**config.mk**
```make
export PLATFORM = sky130hd
export DESIGN_NAME = latch_reg_driver
export DESIGN_NICKNAME = d
export VERILOG_FILES = /design/src/rtl/latch_reg_driver.sv
export SDC_FILE = /design/constraint.sdc
export NUM_CORES = 1
export LEC_CHECK = 0
export CAP_MARGIN = 15
export CORE_MARGIN = 2
export CORE_UTILIZATION = 43
export DETAILED_ROUTE_END_ITERATION = 7
export PLACE_DENSITY = 0.88
export SYNTH_ARGS = -nofsm -noshare
export SYNTH_HDL_FRONTEND = slang
export SYNTH_SLANG_ARGS = --single-unit
```
**constraint.sdc**
```tcl
create_clock -name clk -period 1.5 [get_ports clk]
set_input_delay 0.375 -clock clk [delete_from_list [all_inputs] [get_ports clk]]
set_output_delay 0.375 -clock clk [all_outputs]
set_load 0.01 [all_outputs]
```
**src/rtl/latch_reg_driver.sv**
```systemverilog
module latch_reg_driver #(
  parameter int WIDTH       = 18,
  parameter int SYNC_STAGES = 2
) (
  input  logic             clk,
  input  logic             rst_n,
  input  logic [WIDTH-1:0] a_in,
  input  logic             cap_clk,
  input  logic             lat_en,
  input  logic             oe_n,
  output logic [WIDTH-1:0] y_data,
  output logic             y_oe
);
  localparam int LAST = SYNC_STAGES - 1;

  logic [LAST:0]      clk_sync, le_sync, oen_sync;
  logic               clk_prev;
  logic [WIDTH-1:0]   store;

  wire clk_s = clk_sync[LAST];
  wire le_s  = le_sync[LAST];
  wire rise  = clk_s & ~clk_prev;

  generate
    if (SYNC_STAGES == 1) begin : g_one
      always_ff @(posedge clk or negedge rst_n)
        if (!rst_n) begin
          clk_sync <= '0; le_sync <= '0; oen_sync <= '1;
        end else begin
          clk_sync <= cap_clk; le_sync <= lat_en; oen_sync <= oe_n;
        end
    end else begin : g_chain
      always_ff @(posedge clk or negedge rst_n)
        if (!rst_n) begin
          clk_sync <= '0; le_sync <= '0; oen_sync <= '1;
        end else begin
          clk_sync <= {clk_sync[LAST-1:0], cap_clk};
          le_sync  <= {le_sync[LAST-1:0],  lat_en};
          oen_sync <= {oen_sync[LAST-1:0], oe_n};
        end
    end
  endgenerate

  always_ff @(posedge clk or negedge rst_n)
    if (!rst_n) begin
      clk_prev <= 1'b0;
      store    <= '0;
    end else begin
      clk_prev <= clk_s;
      if (le_s || rise) store <= a_in;
    end

  assign y_data = le_s ? a_in : store;
  assign y_oe   = ~oen_sync[LAST];
endmodule


```
==> flow_summary.yaml, run 1 <==
synthesis:
  syn-num-nets: 90
  synth_area_mm2: 0.00113
  yosys-top-cells-area: "dfrtp_1 51%, mux2_2 26%, mux2_4 13%"
  synth_top_cell_area_share_pct: 50.9
  syn_avg_cell_area_um2: 16.9
  yosysUniqueCellTypes: 9
  synthCells: 67
  synth_seq_area_share_pct: 55.5
  yosys_register_bits: 25
  yosys_warnings: 0
  yosysTopAreaCell: "dfrtp_1"
setup_path:
  worstSetupPathType: "flip-flop to primary output"
  crit_fanout: 5
  path_cells: "buf_6 -> mux2_4 -> buf_6"
  r2r-end: "store[1]"
  cp.required_ns: 1.12
  path_buf_inv: 2
  end_kind: "primary output"
  max_stage_delay_ns: 0.46
  worst_setup_path_start_kind: "flip-flop"
  rr_startpoint: "le_sync[1]"
  rr_worst_depth: 5
  crit_top_cell: "buf_6"
  critPathArrivalTime_ns: 1.34
  rrSetupSlack_ns: -0.05
  crit_family: "flip-flops"
  cp_slowest_cell: "dfrtp_2"
power:
  power_density_mw_per_mm2: 832
  leakage_uw: 0.000875
  total_power_uw: 1520
  peakVddDrop_v: 0.000594
floorplanning:
  die_y_um: 55.3
  rows: 18
  start_util_pct: 45.7
  ios: 42
  dieWidth_um: 55.3
  dieArea_mm2: 0.00306
  core_area_mm2: 0.00248
clock_network:
  cts_num_sinks: 25
  path_clk_slew_ns: 0.13
  clock_latency_ns: 0.30
  ctsHoldBuffers: 0
  numCtsBuffers: 3
  cts_tree: "done"
  cts-root-buf: "clkbuf_4"
  clk_path_buf_depth: 2
  htree_levels: 1
worst_hold_path:
  hold_start: "oen_sync[0]"
  hold_path_depth: 0
  holdPathEnd: "oen_sync[1]"
  holdCritPathClass: "flip-flop to flip-flop"
timing:
  final-hold-violation-count: 0
  slew_headroom_pct: 83.2
  max_freq_mhz: 582
  slew_violations: 0
  skew_ns: 0.00779
  timing.final.ws_setup_ns: -0.217
  fin_crit_ns: 1.72
  fin_worst_hold_slack_ns: 0.365
  worst_pin_slew_ns: 0.252
  rsz0062_at_grt: "true"
  post-route-period-util_pct: 114
  setup_violations: 35
final_layout:
  layout-drive-gt1-share_pct: 59.3
  final_cell_mix: "36 x mux2_4, 23 x buf_6, 22 x dfrtp_1, 22 x clkdlybuf4s50_1"
  multi_input_area_um2: 557
  area.sequential_um2: 629
  final_common_cell: "mux2_4"
  nFillCells: 177
  areaGrowthSynthToFinish_pct: 61.9
  finalInstanceArea_mm2: 0.00183
  fin_nets: 142
  n_antenna_cell: 0
job:
  maxCapViolCount: 0
place:
  gp_congestion: 0.725
  hpwl_um: 1500
  io_buffers: 41
  place_area_mm2: 0.00162
route:
  wire_per_inst_um: 15.8
  first_iter_violations: 7
  drc: 0
  route.vias.total: 723
  wirelength_um: 2340
  drt_pass1_iterations: 3
  via_per_inst: 4.89
  antenna_left: 0
global_routing:
  gr-total-overflow: 0
  grt_pass1_wl_um: 3800
  antenna_found_initial: 0
  grt_pass1_vias: 805
  grt_max_degree: 26
  track_usage_pct: 15.4
status:
  failed_checks: "negative setup slack"
  status: "finished, violations left"
flip-flops by register name (all words and copies together), names as in the netlist:
signal,flops
le_sync,2
clk_prev,1
oen_sync,2
store,18
clk_sync,2
cell usage after synthesis:
| master | number |
|---|---|
| a21oi_4 | 1 |
| buf_12 | 1 |
| buf_2 | 1 |
| buf_6 | 1 |
| dfrtp_1 | 23 |
| dfstp_2 | 2 |
| inv_1 | 2 |
| mux2_2 | 26 |
| mux2_4 | 10 |
metrics by stage:
step	util, %	setup TNS (ns)	worst slack (ns)	cells
2_1_floorplan	-	0	0.0814	67
3_3_place_gp	65.3	-7.23	-0.436	140
3_5_place_dp	65.3	-7.46	-0.448	140
4_1_cts	71.1	-4.59	-0.308	148
5_1_grt	73.9	-6.00	-0.275	148
6_report	73.9	-4.23	-0.217	148
kinds of logic after synthesis:
group                  share of synthesized area [%]
AOI/OAI and AO/OA                               1.44
buffers and inverters                           3.87
DFF                                             55.5
muxes                                           39.2
worst max path at each step:
stage | start | to | cells after the start
after floorplan | le_sync[1] | y_data[10] | 3
after global placement | a_in[5] | y_data[5] | 3
after detailed placement | a_in[5] | y_data[5] | 3
after CTS | le_sync[1] | y_data[0] | 4
after global routing | le_sync[1] | y_data[0] | 3
final | le_sync[1] | y_data[17] | 3
repair_timing:
action / CTS / global route
gates resized for setup: 112 / 16
setup buffers: 2 / 1
setup endpoints to repair: 19 / 35
gates cloned: 2 / 1
per-layer routing:
layer	global-route usage, %	part of all wire, %	vias up
li1	-	-	338
met1	19.6	42	356
met2	28.1	52	29
met3	2.58	6.3	0
met4	2.09	0	0
met5	0	0	-
cell type report:
cell class	instances	area share [%]
Sequential cell	25	34.4
Timing Repair Buffer	50	31.4
Multi-Input combinational cell	37	30.4
Tap cell	30	2.05
Clock buffer	4	1.43
Inverter	2	0.410
worst reg2reg max path: cells and delay by family, from the launching register on:
family                 cells  cell delay, ns
flip-flops                 1            0.46
buffers and inverters      3            0.46
AO/OA/AOI/OAI              1            0.22
multiplexers               1            0.29
report_power, final:
part / internal, uW / total (uW) / switching, uW / leakage [uW]
clock network: 103 / 280 / 177 / 0.0000150
logic: 327 / 476 / 150 / 0.000572
registers: 734 / 768 / 33.8 / 0.000288
total: 1160 / 1520 / 360 / 0.000875
No activity file was read; power rests on OpenSTA's default activity.
==> run 2: changes to the inputs <==
--- a/config.mk
+++ b/config.mk
@@ -10,6 +10,7 @@
 export CORE_UTILIZATION = 43
 export DETAILED_ROUTE_END_ITERATION = 7
 export PLACE_DENSITY = 0.88
+export REMOVE_ABC_BUFFERS = 1
 export SYNTH_ARGS = -nofsm -noshare
 export SYNTH_HDL_FRONTEND = slang
 export SYNTH_SLANG_ARGS = --single-unit
==> run 2 against run 1 <==
Effect of this change: the flow still finishes with violations (negative setup slack); non-clock buffer count is 5 higher; final area increased by 0.14%; die area unchanged; largest power group unchanged.
==> flow_summary.yaml, run 2 (synthesis results as in run 1) <==
final_layout:
  stdcell_count: 153
  nFillCells: 158
  largest_reg_flops: 18
  top_register: "store"
  layout-drive-gt1-share_pct: 62.6
  fin_nets: 147
  final_cell_mix: "28 x mux2_4, 24 x buf_6, 22 x dfrtp_1, 22 x clkdlybuf4s50_1, 8 x mux2_2"
  n_antenna_cell: 0
  final_common_cell: "mux2_4"
  areaGrowthSynthToFinish_pct: 62.2
status:
  failed_checks: "negative setup slack"
  status: "finished, violations left"
clock_network:
  cts_num_sinks: 25
  cts_tree: "done"
  clock_latency_ns: 0.32
  cts-root-buf: "clkbuf_4"
  ctsHoldBuffers: 0
  numCtsBuffers: 3
  path_clk_slew_ns: 0.13
  clk_path_buf_depth: 2
  htree_levels: 1
timing:
  slew_headroom_pct: 79.6
  skew_ns: 0.0103
  worst_pin_slew_ns: 0.307
  fin_worst_hold_slack_ns: 0.366
  post-route-period-util_pct: 124
  slew_violations: 0
  fin_crit_ns: 1.85
  setup_violations: 36
  timing.final.ws_setup_ns: -0.354
  rsz0062_at_grt: "true"
  final-hold-violation-count: 0
  max_freq_mhz: 539
setup_path:
  crit_fanout: 4
  critPathArrivalTime_ns: 1.48
  worstSetupPathType: "flip-flop to primary output"
  end_kind: "primary output"
  r2r-end: "store[11]"
  cp.required_ns: 1.12
  worst_setup_path_start_kind: "flip-flop"
  rr_startpoint: "le_sync[1]"
  rrSetupSlack_ns: -0.10
  rr_worst_depth: 5
route:
  drt_pass1_iterations: 4
  first_iter_violations: 9
  wire_per_inst_um: 17.4
  via_per_inst: 4.92
  antenna_left: 0
  drc: 0
  route.vias.total: 753
  wirelength_um: 2660
global_routing:
  grt_pass1_vias: 812
  grt_max_degree: 26
  grt_pass1_wl_um: 4070
  antenna_found_initial: 0
  track_usage_pct: 17.7
  gr-total-overflow: 0
floorplanning:
  dieArea_mm2: 0.00306
  core_area_mm2: 0.00248
  rows: 18
  die_y_um: 55.3
  start_util_pct: 45.7
  dieWidth_um: 55.3
  ios: 42
power:
  peakVddDrop_v: 0.000669
  power_density_mw_per_mm2: 836
  total_power_uw: 1530
  leakage_uw: 0.000868
place:
  gp_congestion: 0.754
  io_buffers: 41
  pre_cts_slack_ns: -0.447
  dp.cells: 142
  hpwl_um: 1630
worst_hold_path:
  hold_start: "oen_sync[0]"
  hold_path_depth: 0
  holdCritPathClass: "flip-flop to flip-flop"
  holdPathEnd: "oen_sync[1]"
job:
  maxCapViolCount: 0
run 2: cell count changes in the layout (fill, tap and decap cells not counted), sizes merged:
cell | before | now
buf | 26 | 32
clkbuf | 5 | 4
clkdlybuf4s15 | 1 | 0
clkinv | 0 | 1
run 2: worst max-delay path by stage:
stage                     startpoint          to  slack [ns]  cells past startpoint
after floorplan           le_sync[1]    store[0]       -0.14                      2
after global placement      a_in[16]  y_data[16]       -0.41                      3
after detailed placement     a_in[1]   y_data[1]       -0.45                      3
after CTS                 le_sync[1]  y_data[15]       -0.35                      4
after global routing      le_sync[1]   y_data[3]       -0.42                      4
final                     le_sync[1]   y_data[3]       -0.35                      4
run 2: area by class of cell:
class                      count  area, um2  area share (%)
sequential                    25        629            34.3
timing repair buffer          55        606            33.0
multi-input combinational     37        527            28.7
tap                           30       37.5            2.05
clock buffer                   3       22.5            1.23
inverter                       2       7.51           0.409
clock inverter                 1       5.00           0.273
run 2: timing repair:
action / 4_1_cts / 5_1_grt
cloned: 1 / 0
resized for setup: 100 / 19
endpoints found under the setup margin: 19 / 35
buffers inserted: 2 / 5
run 2: power by group:
| group | internal, uW | total [uW] | switching (uW) |
|---|---|---|---|
| clock network | 99.8 | 288 | 189 |
| logic | 320 | 474 | 154 |
| registers | 734 | 771 | 37.2 |
| total | 1150 | 1530 | 380 |
run 2: critical path: stages (launching register included):
cell and delay, ns:
dfrtp_2 0.47, buf_12 0.14, buf_12 0.10, mux2_2 0.33
buf_6 0.12
run 2: per-layer routing:
layer	track usage [%]	vias up	share of wire [%]
li1	-	348	-
met1	21.6	377	42
met2	29.8	24	51
met3	3.75	4	5.0
met4	8.36	0	1.6
met5	0	-	0
run 2: through the flow:
stage | util, % | instance area [um2] | TNS [ns]
finish | 74.0 | 1830 | -6.60
CTS | 70.0 | 1730 | -6.15
global route | 74.0 | 1830 | -8.35
detailed placement | 64.9 | 1610 | -7.49
floorplan | - | 1090 | -2.26
global placement | 64.9 | 1610 | -7.21
==> run 3: changes to the inputs <==
--- a/config.mk
+++ b/config.mk
@@ -9,8 +9,10 @@
 export CORE_MARGIN = 2
 export CORE_UTILIZATION = 43
 export DETAILED_ROUTE_END_ITERATION = 7
+export GPL_ROUTABILITY_DRIVEN = 0
 export PLACE_DENSITY = 0.88
 export REMOVE_ABC_BUFFERS = 1
+export SKIP_LAST_GASP = 1
 export SYNTH_ARGS = -nofsm -noshare
 export SYNTH_HDL_FRONTEND = slang
 export SYNTH_SLANG_ARGS = --single-unit
==> run 3 against run 2 <==
Effect of this change: the flow still finishes with violations (negative setup slack); register-to-register slack improved by 0.06 ns; fmax rose by 0.56%; first-iteration DRC count did not move; clock skew rose by 0.0026 ns; setup slack improved by 0.010 ns; clock-buffer cell count did not move; power fell by 0.24%; worst hold slack improved by 0.0025 ns; final area fell by 0.41%; critical path type unchanged; largest power group unchanged.
==> flow_summary.yaml, run 3 (synthesis results as in run 1) <==
status:
  status: "finished, violations left"
  failed_checks: "negative setup slack"
final_layout:
  layout-drive-gt1-share_pct: 62.3
  final_cell_mix: "28 x mux2_4, 24 x buf_6, 22 x dfrtp_1, 22 x clkdlybuf4s50_1, 8 x mux2_2"
  finalInstanceArea_mm2: 0.00183
  final_common_cell: "mux2_4"
  areaGrowthSynthToFinish_pct: 61.5
  n_antenna_cell: 0
  largest_reg_flops: 18
  fin_nets: 146
  top_register: "store"
timing:
  max_freq_mhz: 542
  slew_violations: 0
  fin_crit_ns: 1.84
  fin_worst_hold_slack_ns: 0.368
  timing.final.ws_setup_ns: -0.344
  skew_ns: 0.0129
  setup_violations: 36
  final-hold-violation-count: 0
  slew_headroom_pct: 79.6
  rsz0062_at_grt: "true"
  post-route-period-util_pct: 123
  worst_pin_slew_ns: 0.306
floorplanning:
  start_util_pct: 45.7
  dieArea_mm2: 0.00306
  core_area_mm2: 0.00248
  die_y_um: 55.3
  rows: 18
  dieWidth_um: 55.3
  ios: 42
global_routing:
  antenna_found_initial: 0
  gr-total-overflow: 0
  gr-usage-met2_pct: 26.7
  globalRouteMet3Util_pct: 3.75
  met1_usage_pct: 20.5
  grt_pass1_wl_um: 3820
  grt_pass1_vias: 795
  track_usage_pct: 16.4
  top_usage_layer: "met2"
  grt_max_degree: 26
worst_hold_path:
  holdCritPathClass: "flip-flop to flip-flop"
  hold_path_depth: 0
setup_path:
  end_kind: "primary output"
  rr_worst_depth: 5
  worstSetupPathType: "flip-flop to primary output"
  critPathArrivalTime_ns: 1.47
  worst_setup_path_start_kind: "flip-flop"
  cp.required_ns: 1.12
  crit_fanout: 4
job:
  maxCapViolCount: 0
route:
  drc: 0
  via_per_inst: 5.01
  wirelength_um: 2620
  antenna_left: 0
  drt_pass1_iterations: 4
  first_iter_violations: 9
  route.vias.total: 762
  wire_per_inst_um: 17.2
clock_network:
  htree_levels: 1
  clock_latency_ns: 0.32
  numCtsBuffers: 3
  cts_num_sinks: 25
  path_clk_slew_ns: 0.14
  clk_path_buf_depth: 2
  ctsHoldBuffers: 0
  cts-root-buf: "clkbuf_4"
  cts_tree: "done"
place:
  io_buffers: 41
  place_area_mm2: 0.00161
  hpwl_um: 1630
power:
  leakage_uw: 0.000863
  power_density_mw_per_mm2: 838
  peakVddDrop_v: 0.000691
run 3: cell types whose count changed in the layout (fill, tap and decap cells not counted), sizes merged:
cell,previous run,this run
buf,32,31
run 3: worst paths after layout:
kind,startpoint,slack [ns],end
worst max-delay path,le_sync[1],-0.34,y_data[15]
worst min-delay path,oen_sync[0],0.37,oen_sync[1]
worst max register to register,le_sync[1],-0.04,store[15]
max in group asynchronous,rst_n,0.82,oen_sync[0]
worst min register to register,oen_sync[0],0.37,oen_sync[1]
min in group asynchronous,rst_n,0.40,store[5]
run 3: layout make-up:
| type | count | area, um2 |
|---|---|---|
| Multi-Input combinational cell | 37 | 527 |
| Inverter | 2 | 7.51 |
| Fill cell | 156 | 651 |
| Clock buffer | 3 | 22.5 |
| Sequential cell | 25 | 629 |
| Clock inverter | 1 | 5.00 |
| Timing Repair Buffer | 54 | 598 |
| Tap cell | 30 | 37.5 |
run 3: worst max-delay path, stage by stage (launching register included):
cell	delay, ns
dfrtp_2	0.48
buf_12	0.15
buf_6	0.11
mux2_4	0.29
buf_6	0.12
run 3: power by group:
group / leakage [uW] / switching, uW / internal (uW) / total, uW
Combinational: 0.000557 / 151 / 318 / 469
Sequential: 0.000288 / 35.5 / 734 / 770
Clock: 0.0000177 / 191 / 99.7 / 291
Total: 0.000863 / 378 / 1150 / 1530
run 3: timing repair:
| item | 4_1_cts | 5_1_grt |
|---|---|---|
| setup endpoints to repair | 19 | 35 |
| buffers inserted | 2 | 4 |
| resized for setup | 95 | 24 |
| cloned | 1 | 0 |
| hold endpoints to repair | 0 | 0 |
run 3: layer usage:
layer | vias up | wire length (um)
met2 | 26 | 1320
met1 | 383 | 1110
met3 | 4 | 138
li1 | 349 | -
met5 | - | 0
met4 | 0 | 44
run 3: metrics by stage:
step           setup WS (ns)  utilization (%)  total power, uW  TNS [ns]  cells
2_1_floorplan         -0.144                -              940     -2.26     64
6_report              -0.344             73.7             1530     -5.41    152
5_1_grt               -0.394             73.7             1610     -7.07    152
3_3_place_gp          -0.412             64.9             1150     -7.21    142
4_1_cts               -0.353             69.1             1480     -6.25    149
3_5_place_dp          -0.447             64.9             1160     -7.49    142
